[config.mk]
export PLATFORM = sky130hd
export DESIGN_NAME = synth_cfg_regfile
export DESIGN_NICKNAME = d
export VERILOG_FILES = /design/src/rtl/synth_cfg_pkg.sv /design/src/rtl/synth_cfg_sync.sv /design/src/rtl/synth_cfg_engine.sv /design/src/rtl/synth_cfg_regfile.sv
export SDC_FILE = /design/constraint.sdc
export NUM_CORES = 1
export LEC_CHECK = 0
export BUFFER_PORTS_ARGS = -buffer_cell sky130_fd_sc_hd__clkbuf_2
export CORE_MARGIN = 2
export CORE_UTILIZATION = 60
export CTS_CLUSTER_SIZE = 10
export DETAILED_ROUTE_END_ITERATION = 10
export PLACE_DENSITY_LB_ADDON = 0.08
export SETUP_SLACK_MARGIN = 0.05
export SLEW_MARGIN = 20
export SYNTH_ARGS = -nofsm -noshare
export SYNTH_HDL_FRONTEND = slang
export SYNTH_SLANG_ARGS = --single-unit
[constraint.sdc]
create_clock -name clk -period 4.5 [get_ports clk]
set_clock_uncertainty 0.15 [all_clocks]
set_input_delay 0.45 -clock clk [delete_from_list [all_inputs] [get_ports clk]]
set_output_delay 0.45 -clock clk [all_outputs]
set_load 0.02 [all_outputs]
[src/rtl/synth_cfg_pkg.sv]
package synth_cfg_pkg;
    parameter int M_W    = 10;
    parameter int N_W    = 3;
    parameter int BYTE_W = 8;
    parameter int NREGS  = 3;
    localparam int IDX_W = $clog2(NREGS + 1);

    typedef struct packed {
        logic [M_W-1:0] m;
        logic [N_W-1:0] na;
        logic [N_W-1:0] nb;
        logic           p;
    } div_cfg_t;

    localparam div_cfg_t CFG_DEFAULT = '{m: 10'h271, na: 3'd0, nb: 3'd0, p: 1'b1};

    typedef enum logic [2:0] {
        S_IDLE, S_ADDR, S_ADDR_ACK, S_WR, S_WR_ACK, S_RD, S_RD_ACK
    } bus_state_e;
endpackage

[src/rtl/synth_cfg_sync.sv]
module synth_cfg_sync #(
    parameter int STAGES = 2
) (
    input  logic clk,
    input  logic rst_n,
    input  logic scl_i,
    input  logic sda_i,
    output logic scl_s,
    output logic sda_s,
    output logic scl_rise,
    output logic scl_fall,
    output logic start_p,
    output logic stop_p
);
    typedef struct packed {
        logic [STAGES-1:0] scl_ff;
        logic [STAGES-1:0] sda_ff;
        logic              scl_prev;
        logic              sda_prev;
    } sync_t;

    sync_t sync_d, sync_q;

    always_comb begin
        sync_d          = sync_q;
        sync_d.scl_ff   = {sync_q.scl_ff[STAGES-2:0], scl_i};
        sync_d.sda_ff   = {sync_q.sda_ff[STAGES-2:0], sda_i};
        sync_d.scl_prev = sync_q.scl_ff[STAGES-1];
        sync_d.sda_prev = sync_q.sda_ff[STAGES-1];
    end

    always_ff @(posedge clk or negedge rst_n) begin
        if (!rst_n) sync_q <= '1;
        else        sync_q <= sync_d;
    end

    assign scl_s    = sync_q.scl_ff[STAGES-1];
    assign sda_s    = sync_q.sda_ff[STAGES-1];
    assign scl_rise = scl_s & ~sync_q.scl_prev;
    assign scl_fall = ~scl_s & sync_q.scl_prev;
    assign start_p  = scl_s & sync_q.scl_prev & sync_q.sda_prev & ~sda_s;
    assign stop_p   = scl_s & sync_q.scl_prev & ~sync_q.sda_prev & sda_s;
endmodule

[src/rtl/synth_cfg_engine.sv]
module synth_cfg_engine
    import synth_cfg_pkg::*;
(
    input  logic                      clk,
    input  logic                      rst_n,
    input  logic                      scl_s,
    input  logic                      sda_s,
    input  logic                      scl_rise,
    input  logic                      scl_fall,
    input  logic                      start_p,
    input  logic                      stop_p,
    input  logic [6:0]                dev_addr,
    input  logic [NREGS*BYTE_W-1:0]   rd_bytes,
    output logic                      wr_valid,
    output logic [BYTE_W-1:0]         wr_byte,
    output logic [IDX_W-1:0]          wr_idx,
    output logic                      sda_oe
);
    localparam logic [3:0]       BIT_LAST = 4'(BYTE_W);
    localparam logic [IDX_W-1:0] IDX_TOP  = IDX_W'(NREGS - 1);
    localparam logic [IDX_W-1:0] IDX_OVER = IDX_W'(NREGS);

    typedef struct packed {
        bus_state_e        st;
        logic [BYTE_W-1:0] sh;
        logic [3:0]        cnt;
        logic              rw;
        logic              nack;
        logic              oe;
        logic [IDX_W-1:0]  idx;
        logic              wv;
        logic [BYTE_W-1:0] wb;
        logic [IDX_W-1:0]  wi;
    } eng_t;

    eng_t eng_d, eng_q;

    function automatic logic [BYTE_W-1:0] pick(input logic [IDX_W-1:0] i);
        logic [BYTE_W-1:0] r;
        r = rd_bytes[(NREGS-1)*BYTE_W +: BYTE_W];
        for (int k = 0; k < NREGS; k++)
            if (i == IDX_W'(k)) r = rd_bytes[k*BYTE_W +: BYTE_W];
        return r;
    endfunction

    always_comb begin
        logic [IDX_W-1:0]  nxt;
        logic [BYTE_W-1:0] nb;
        eng_d    = eng_q;
        eng_d.wv = 1'b0;
        nxt      = (eng_q.idx == IDX_TOP) ? '0 : eng_q.idx + 1'b1;
        nb       = pick(nxt);
        if (start_p) begin
            eng_d.st  = S_ADDR;
            eng_d.cnt = '0;
            eng_d.oe  = 1'b0;
            eng_d.idx = '0;
        end else if (stop_p) begin
            eng_d.st = S_IDLE;
            eng_d.oe = 1'b0;
        end else begin
            unique case (eng_q.st)
                S_IDLE: ;
                S_ADDR: begin
                    if (scl_rise) begin
                        eng_d.sh  = {eng_q.sh[BYTE_W-2:0], sda_s};
                        eng_d.cnt = eng_q.cnt + 4'd1;
                    end else if (scl_fall && eng_q.cnt == BIT_LAST) begin
                        if (eng_q.sh[BYTE_W-1:1] == dev_addr) begin
                            eng_d.st = S_ADDR_ACK;
                            eng_d.oe = 1'b1;
                            eng_d.rw = eng_q.sh[0];
                        end else begin
                            eng_d.st = S_IDLE;
                        end
                    end
                end
                S_ADDR_ACK: begin
                    if (scl_fall) begin
                        eng_d.cnt = '0;
                        if (eng_q.rw) begin
                            eng_d.sh = pick(eng_q.idx);
                            eng_d.oe = ~pick(eng_q.idx)[BYTE_W-1];
                            eng_d.st = S_RD;
                        end else begin
                            eng_d.oe = 1'b0;
                            eng_d.st = S_WR;
                        end
                    end
                end
                S_WR: begin
                    if (scl_rise) begin
                        eng_d.sh  = {eng_q.sh[BYTE_W-2:0], sda_s};
                        eng_d.cnt = eng_q.cnt + 4'd1;
                    end else if (scl_fall && eng_q.cnt == BIT_LAST) begin
                        eng_d.oe  = 1'b1;
                        eng_d.st  = S_WR_ACK;
                        eng_d.wv  = 1'b1;
                        eng_d.wb  = eng_q.sh;
                        eng_d.wi  = eng_q.idx;
                        eng_d.idx = (eng_q.idx == IDX_OVER) ? IDX_OVER : eng_q.idx + 1'b1;
                    end
                end
                S_WR_ACK: begin
                    if (scl_fall) begin
                        eng_d.oe  = 1'b0;
                        eng_d.cnt = '0;
                        eng_d.st  = S_WR;
                    end
                end
                S_RD: begin
                    if (scl_rise) begin
                        eng_d.cnt = eng_q.cnt + 4'd1;
                    end else if (scl_fall) begin
                        if (eng_q.cnt == BIT_LAST) begin
                            eng_d.oe = 1'b0;
                            eng_d.st = S_RD_ACK;
                        end else begin
                            eng_d.sh = {eng_q.sh[BYTE_W-2:0], 1'b0};
                            eng_d.oe = ~eng_q.sh[BYTE_W-2];
                        end
                    end
                end
                S_RD_ACK: begin
                    if (scl_rise) begin
                        eng_d.nack = sda_s;
                    end else if (scl_fall) begin
                        if (eng_q.nack) begin
                            eng_d.st = S_IDLE;
                        end else begin
                            eng_d.idx = nxt;
                            eng_d.sh  = nb;
                            eng_d.oe  = ~nb[BYTE_W-1];
                            eng_d.cnt = '0;
                            eng_d.st  = S_RD;
                        end
                    end
                end
                default: eng_d.st = S_IDLE;
            endcase
        end
    end

    always_ff @(posedge clk or negedge rst_n) begin
        if (!rst_n) begin
            eng_q    <= '0;
            eng_q.st <= S_IDLE;
        end else begin
            eng_q <= eng_d;
        end
    end

    assign wr_valid = eng_q.wv;
    assign wr_byte  = eng_q.wb;
    assign wr_idx   = eng_q.wi;
    assign sda_oe   = eng_q.oe;


    sda_low_phase_chk: assert property (@(posedge clk) disable iff (!rst_n)
        !$stable(eng_q.oe) |-> (!$past(scl_s) || $past(start_p) || $past(stop_p)));


    rd_idx_range_chk: assert property (@(posedge clk) disable iff (!rst_n)
        (eng_q.st == S_RD) |-> (eng_q.idx <= IDX_TOP));
endmodule

[src/rtl/synth_cfg_regfile.sv]
module synth_cfg_regfile
    import synth_cfg_pkg::*;
#(
    parameter logic [4:0] ADDR_PREFIX = 5'b11011
) (
    input  logic           clk,
    input  logic           rst_n,
    input  logic           scl_i,
    input  logic           sda_i,
    output logic           sda_oe,
    input  logic           ser_mode,
    input  logic [M_W-1:0] pin_m,
    input  logic [N_W-1:0] pin_na,
    input  logic [N_W-1:0] pin_nb,
    input  logic           pin_p,
    input  logic [1:0]     adr_pins,
    input  logic           lock_i,
    output logic [M_W-1:0] div_m,
    output logic [N_W-1:0] div_na,
    output logic [N_W-1:0] div_nb,
    output logic           div_p
);
    localparam int RSV_W = BYTE_W - 4;

    typedef struct packed {
        div_cfg_t          cfg;
        logic              boot;
        logic [BYTE_W-1:0] b0;
        logic [BYTE_W-1:0] b1;
    } rf_t;

    rf_t rf_d, rf_q;

    logic scl_s, sda_s, scl_rise, scl_fall, start_p, stop_p;
    logic                    wr_valid;
    logic [BYTE_W-1:0]       wr_byte;
    logic [IDX_W-1:0]        wr_idx;
    logic [NREGS*BYTE_W-1:0] rd_bytes;
    div_cfg_t                pin_cfg;

    synth_cfg_sync #(.STAGES(2)) u_sync (
        .clk(clk), .rst_n(rst_n), .scl_i(scl_i), .sda_i(sda_i),
        .scl_s(scl_s), .sda_s(sda_s), .scl_rise(scl_rise), .scl_fall(scl_fall),
        .start_p(start_p), .stop_p(stop_p)
    );

    synth_cfg_engine u_engine (
        .clk(clk), .rst_n(rst_n), .scl_s(scl_s), .sda_s(sda_s),
        .scl_rise(scl_rise), .scl_fall(scl_fall), .start_p(start_p), .stop_p(stop_p),
        .dev_addr({ADDR_PREFIX, adr_pins}), .rd_bytes(rd_bytes),
        .wr_valid(wr_valid), .wr_byte(wr_byte), .wr_idx(wr_idx), .sda_oe(sda_oe)
    );

    assign pin_cfg  = '{m: pin_m, na: pin_na, nb: pin_nb, p: pin_p};
    assign rd_bytes = {
        {rf_q.cfg.p, {RSV_W{1'b0}}, lock_i, adr_pins},
        {rf_q.cfg.m[M_W-1:BYTE_W], rf_q.cfg.na, rf_q.cfg.nb},
        rf_q.cfg.m[BYTE_W-1:0]
    };

    always_comb begin
        rf_d      = rf_q;
        rf_d.boot = 1'b0;
        if (rf_q.boot || !ser_mode) begin
            rf_d.cfg = pin_cfg;
        end else if (wr_valid) begin
            case (wr_idx)
                IDX_W'(0): rf_d.b0 = wr_byte;
                IDX_W'(1): rf_d.b1 = wr_byte;
                IDX_W'(2): rf_d.cfg = '{m:  {rf_q.b1[BYTE_W-1 -: 2], rf_q.b0},
                                        na: rf_q.b1[5:3],
                                        nb: rf_q.b1[2:0],
                                        p:  wr_byte[BYTE_W-1]};
                default: ;
            endcase
        end
    end

    always_ff @(posedge clk or negedge rst_n) begin
        if (!rst_n) begin
            rf_q      <= '0;
            rf_q.cfg  <= CFG_DEFAULT;
            rf_q.boot <= 1'b1;
        end else begin
            rf_q <= rf_d;
        end
    end

    assign div_m  = rf_q.cfg.m;
    assign div_na = rf_q.cfg.na;
    assign div_nb = rf_q.cfg.nb;
    assign div_p  = rf_q.cfg.p;


    boot_load_chk: assert property (@(posedge clk) disable iff (!rst_n)
        rf_q.boot |=> ({div_m, div_na, div_nb, div_p} == $past({pin_m, pin_na, pin_nb, pin_p})));


    par_track_chk: assert property (@(posedge clk) disable iff (!rst_n)
        !ser_mode |=> ({div_m, div_na, div_nb, div_p} == $past({pin_m, pin_na, pin_nb, pin_p})));


    ser_hold_chk: assert property (@(posedge clk) disable iff (!rst_n)
        (ser_mode && !rf_q.boot && !(wr_valid && wr_idx == IDX_W'(2)))
        |=> $stable({div_m, div_na, div_nb, div_p}));
endmodule

==> results.md, run 1 <==
- Status: finished, final reports clean
- Post_cts resized: 0
- Via Count: 3032
- CTS buffer count: 9
- Final setup TNS: 0 ns
- Sw frac: 30.9%
- Routed WL: 8620 um
- Rows: 29
- Maximum VDD drop: 254 uV
- Maximum level of the CTS H-tree: 3
- Min cycle time layout: 2.93 ns
- Routed length per instance: 17.5 um
- Clock Power Share: 33.0%
- RSZ-0062 raised after global routing: false
- Netlist cell types: 60
- Final core occ: 67.5%
- Final Hold Fails: 0
- Critical Setup Path Class: reg -> reg
- Layout area overhead: 7.77%
- Maximum fanout along the worst path: 12
- CP endpoint kind: flip-flop
- Final setup vio count: 0
- GRT Total Usage: 25.0%
- # IOs: 43
- Antenna viol nets, final: 0
- Max incr delay on CP: 0.62 ns
- Count of pins over their slew limit: 0
- Mean Syn Cell Area: 10.2 um^2
- Maxcap violations: 0
- Top cells by count, synth: 58 x dfrtp_1, 40 x mux2_2, 31 x mux2i_1, 31 x nor2_1, 30 x nand2_1
- Total power: 1.71 mW
- Internal: 1.18 mW
- Hpwl dp: 5960 um
- Top cell type's share of synthesized area: 36.1%
- First-pass GRT wire length: 14200 um
- Initial Util: 62.7%
- Share of layout cells above drive strength 1: 28.9%
- Family with the most delay on the worst path: simple AND/OR/NAND/NOR gates
- Crit-path cells: nor2b_1, a21boi_0, o221a_2, nor4_4, mux2_2
- Largest net degree at the start of global routing: 41
- Psw: 0.529 mW
- Post-route DRC: 0
- Final period utilization: 65.1%
- PwrDens: 395 nW/um^2
- DR iter-0 viols: 253
- CP startpoint kind: flip-flop
- Buf/Inv on CP: 0
- Clk_lat worst skew: 0.35 ns
- Seq/Total Area, Yosys: 44.5%
- Worst-path clk slew: 0.08 ns
- Total grt overflow: 0
- Via/cell ratio: 6.16
- Worst slew pin tran: 0.990 ns
- Post CTS Setup Buffer Count: 0
- Max frequency: 341 MHz
- Slew HR: 34.0%
- Die ar.: 7380 um^2
- Synthesized instance count: 396
- Antenna violations before repair: 0
- Worst Path Required: 4.58 ns
- Synthesized Nets: 423
- Slowest CP cell: dfstp_2
- Root Driver: clkbuf_8
- Seq pwr share: 48.3%
- Combinational group share of total power: 18.6%
- Asr flop ratio synth: 100%
- Hold_buf cts: 0
- Chip width: 85.9 um
- Nets: 437
- 1st-pass router iterations: 5
- Mapped cell area: 4030 um^2
- Top-count cell post-synth: dfrtp_1
- N_diodes: 0
- Num Clock Sinks: 71
- Syn. warnings: 0
- #FFs+latches synth: 71
- Post-route cell area: 4340 um^2
- CTS Buffer Depth: 2
- CTS tree: built
- Core box area: 6420 um^2
- Vias in the first global route: 2739
- Static Leak: 1.92 nW
- Chip Height: 85.9 um
- Synth Flop Type: dfrtp_1
- Hold_ws: 0.0242 ns
- Post-synth EDFFs: 0
- Hold Crit Class: in -> reg
- Routability cong.: 0.906
- Area contributors post-synth: dfrtp_1 36%, mux2_2 11%, dfstp_2 8.5%, mux2i_1 7.7%, a21oi_1 3.2%
- Placed instance area: 4120 um^2
- Data arrival, critical path: 3.01 ns
- Count of input and output buffers: 42
- Leading area contributor after synthesis: dfrtp_1
## area by class of cell
cell class	instances	area, um^2
inverters	5	18.8
flip-flops and latches	71	1790
multi-input cells	277	1970
well taps	77	96.3
clock inverters	6	92.6
fillers	511	2080
clock buffers	10	128
repair buffers	46	240
## path summary, 6_finish.rpt
path	depth (start not counted)	slack (ns)	startpoint	to
worst min-delay path	1	0.02	sda_i	u_sync.sync_d[3]$_DFF_PN1_
min in group asynchronous	1	0.06	rst_n	u_engine.eng_q[17]$_DFFE_PN0P_
max in group asynchronous	2	3.16	rst_n	rf_q[16]$_DFF_PN1_
worst max-delay path	5	1.57	u_sync.sync_q[1]$_DFF_PN1_	u_engine.eng_q[26]$_DFFE_PN0P_
worst max register to register	5	1.57	u_sync.sync_q[1]$_DFF_PN1_	u_engine.eng_q[26]$_DFFE_PN0P_
worst min register to register	0	0.21	u_sync.sync_d[3]$_DFF_PN1_	u_sync.sda_s$_DFF_PN1_
## power groups by stage
stage | registers (mW) | logic (mW) | clock network (mW)
6_report | 0.827 | 0.319 | 0.566
5_1_grt | 0.842 | 0.356 | 0.600
4_1_cts | 0.826 | 0.320 | 0.577
3_5_place_dp | 0.839 | 0.319 | 0
3_3_place_gp | 0.836 | 0.311 | 0
2_1_floorplan | 0.783 | 0.284 | 0
## per-layer routing
layer,track usage [%],up-vias,routed length [um]
met2,37.0,91,4010
met3,4.23,12,387
li1,-,1449,-
met1,36.9,1480,4090
met4,9.67,0,129
met5,0,-,0
## stage by stage
step                instances  setup WS [ns]
floorplan                 396           2.40
global placement          476           1.70
detailed placement        476           1.62
CTS                       492           1.60
global route              492           1.40
finish                    492           1.57
## registers in the layout, indices dropped and copies added (netlist names)
register and count:
u_engine.eng_q 19, rf_q 17, div_m 10, u_engine.wr_byte 8, div_na 3, div_nb 3
u_engine.wr_idx 2, u_sync.sync_d 2, u_sync.sync_q 2, div_p 1, u_engine.sda_oe 1, u_engine.wr_valid 1
u_sync.scl_s 1, u_sync.sda_s 1
## cells in the final DEF, fill, tap and decap left out, types with 5 or more instances in the layout
| master | count |
|---|---|
| inv_1 | 5 |
| dfstp_2 | 13 |
| nand2_1 | 30 |
| nor2_1 | 31 |
| mux2i_1 | 31 |
| o21ai_0 | 17 |
| mux2_2 | 40 |
| nand3_1 | 14 |
| clkbuf_2 | 41 |
| clkbuf_8 | 9 |
| a21oi_1 | 26 |
| a31oi_1 | 5 |
| dfrtp_1 | 58 |
| nor3_1 | 5 |
## cell families after synthesis
family,Yosys count,share of synthesized area [%]
xor+xnor,4,0.871
compound gates,83,13.4
buf+inv,48,6.68
other cells,1,0.0932
fa+ha+maj,2,0.622
flops,71,44.5
simple gates,116,14.9
mux,71,18.9
(Power assumes the default switching activity.)
==> run 2, diff against run 1 <==
CORE_UTILIZATION = 59   (was 60)
clock period = 2.88 ns   (was 4.5 ns; I/O delays follow)
==> run 2 against run 1 <==
Compared with the run above:
- via count is 0.40% higher
- sequential power increased by 54%
- flip-flop and latch count unchanged
- non-clock buffer count grew 12
- wire length increased by 1.8%
- highest routed layer unchanged
==> results.md, run 2 (same netlist as run 1, synthesis figures left out) <==
- Status: finished, final reports clean
- Routed WL: 8770 um
- Post-route cell area: 4440 um^2
- Count of input and output buffers: 42
- # IOs: 43
- Rows: 30
- Maximum fanout along the worst path: 11
- Largest Register: u_engine.eng_q
- Total grt overflow: 0
- Layout area overhead: 10.4%
- Root Driver: clkbuf_8
- Static Leak: 1.99 nW
- Final period utilization: 86.4%
- Largest net degree at the start of global routing: 33
- Maxcap violations: 0
- Nets: 449
- Slew HR: 57.9%
- Largest register FFs: 19
- GRT Total Usage: 26.1%
- Total power: 2.66 mW
- Core box area: 6680 um^2
- N_diodes: 0
- Share of layout cells above drive strength 1: 30.4%
- CTS buffer count: 9
- Final WS setup: 0.392 ns
- Min cycle time layout: 2.49 ns
- Worst slew pin tran: 0.632 ns
- Die ar.: 7500 um^2
- Initial Util: 60.2%
- Placed instance area: 4200 um^2
- Hold Crit Class: in -> reg
- Maximum VDD drop: 319 uV
- Critical Setup Path Class: reg -> reg
- Crit-path cells: nor2b_1, buf_4, nand2_1, o221a_2, nor4_4, mux2_2
- Worst-path clk slew: 0.09 ns
- Final setup vio count: 0
- Setup WS pre-CTS: 0.406 ns
- CP endpoint kind: flip-flop
- Vias in the first global route: 2992
- 1st-pass router iterations: 4
- Data arrival, critical path: 2.58 ns
- DR iter-0 viols: 174
- Max frequency: 402 MHz
- RSZ-0062 raised after global routing: false
- Routed length per instance: 17.3 um
- Hpwl dp: 6180 um
- Antenna viol nets, final: 0
- Via/cell ratio: 6.00
- Maximum level of the CTS H-tree: 3
- CTS tree: built
- Chip width: 86.6 um
- Routability cong.: 0.834
- Count of pins over their slew limit: 0
- CP startpoint kind: flip-flop
- Most common cell after layout, fill and taps aside: dfrtp_1
- Slowest CP cell: dfstp_2
- PwrDens: 598 nW/um^2
- Multi-input gate area: 1970 um^2
- Max incr delay on CP: 0.63 ns
- Chip Height: 86.6 um
- Layout fillers: 563
- Num Clock Sinks: 71
- First-pass GRT wire length: 15200 um
- Worst Path Required: 2.97 ns
- Final setup TNS: 0 ns
- Register Area: 1790 um^2
- Clk_lat worst skew: 0.35 ns
- Most frequent cells in the layout: 58 x dfrtp_1, 41 x clkbuf_2, 40 x mux2_2, 31 x nor2_1, 31 x mux2i_1
- CTS Buffer Depth: 2
- Post_cts resized: 0
- Via Count: 3044
- Post-route DRC: 0
- Final Hold Fails: 0
- Antenna violations before repair: 0
-- run 2: changes by cell type in the layout (fill, tap and decap cells not counted), sizes merged --
| cell | change |
|---|---|
| buf | +9 |
| bufinv | -1 |
| clkinv | +1 |
| clkinvlp | -2 |
| dlygate4sd3 | +3 |
| inv | +2 |
-- run 2: worst paths after layout --
check                                                       to  slack, ns                       start  cells past startpoint
worst max register to register  u_engine.eng_q[23]$_DFFE_PN0P_       0.39  u_sync.sync_q[1]$_DFF_PN1_                      6
worst max-delay path            u_engine.eng_q[23]$_DFFE_PN0P_       0.39  u_sync.sync_q[1]$_DFF_PN1_                      6
max in group asynchronous                    div_p$_DFFE_PN1P_       1.53                       rst_n                      3
worst min-delay path                      div_m[4]$_DFFE_PN1P_       0.05                    pin_m[4]                      3
min in group asynchronous       u_engine.eng_q[28]$_DFFE_PN0P_       0.34                       rst_n                      2
worst min register to register          u_sync.sda_s$_DFF_PN1_       0.20  u_sync.sync_d[3]$_DFF_PN1_                      0
-- run 2: metal layers --
metal  vias up  track usage (%)  routed length [um]
li1       1477                -                   -
met4         0             7.10                 141
met1      1498             35.7                4060
met3        13             6.00                 295
met5         -                0                   0
met2        56             42.0                4270
-- run 2: critical path: cells and delay by family (launching register included) --
family | cells | cell delay [ns]
compound gates | 1 | 0.26
mux | 1 | 0.40
simple gates | 3 | 0.75
flops | 1 | 0.63
buf+inv | 1 | 0.18
-- run 2: per-stage QoR --
stage	util (%)	std cells	hold WS (ns)
final	66.5	507	0.0491
after global routing	66.5	507	0.0676
after CTS	66.5	507	0.0321
after detailed placement	62.9	488	0.195
after global placement	62.9	488	0.188
after floorplan	-	396	-0.158
-- run 2: what timing repair did --
action / in CTS / in global routing
setup buffers: 0 / 0
hold buffers: 3 / 0
setup endpoints to repair: 0 / 0
hold endpoints to repair: 23 / 0
-- run 2: area by class of cell --
class / instances / share of cell area [%]
tap: 80 / 2.25
clock inverter: 6 / 1.66
inverter: 5 / 0.422
multi-input combinational: 277 / 44.3
sequential: 71 / 40.4
clock buffer: 10 / 3.10
timing repair buffer: 58 / 7.89
-- run 2: power breakdown --
part,leakage (nW),internal (mW),switching [mW],total [mW]
Clock,0.108,0.436,0.409,0.845
Sequential,0.908,1.12,0.155,1.27
Combinational,0.975,0.252,0.286,0.538
Total,1.99,1.81,0.851,2.66
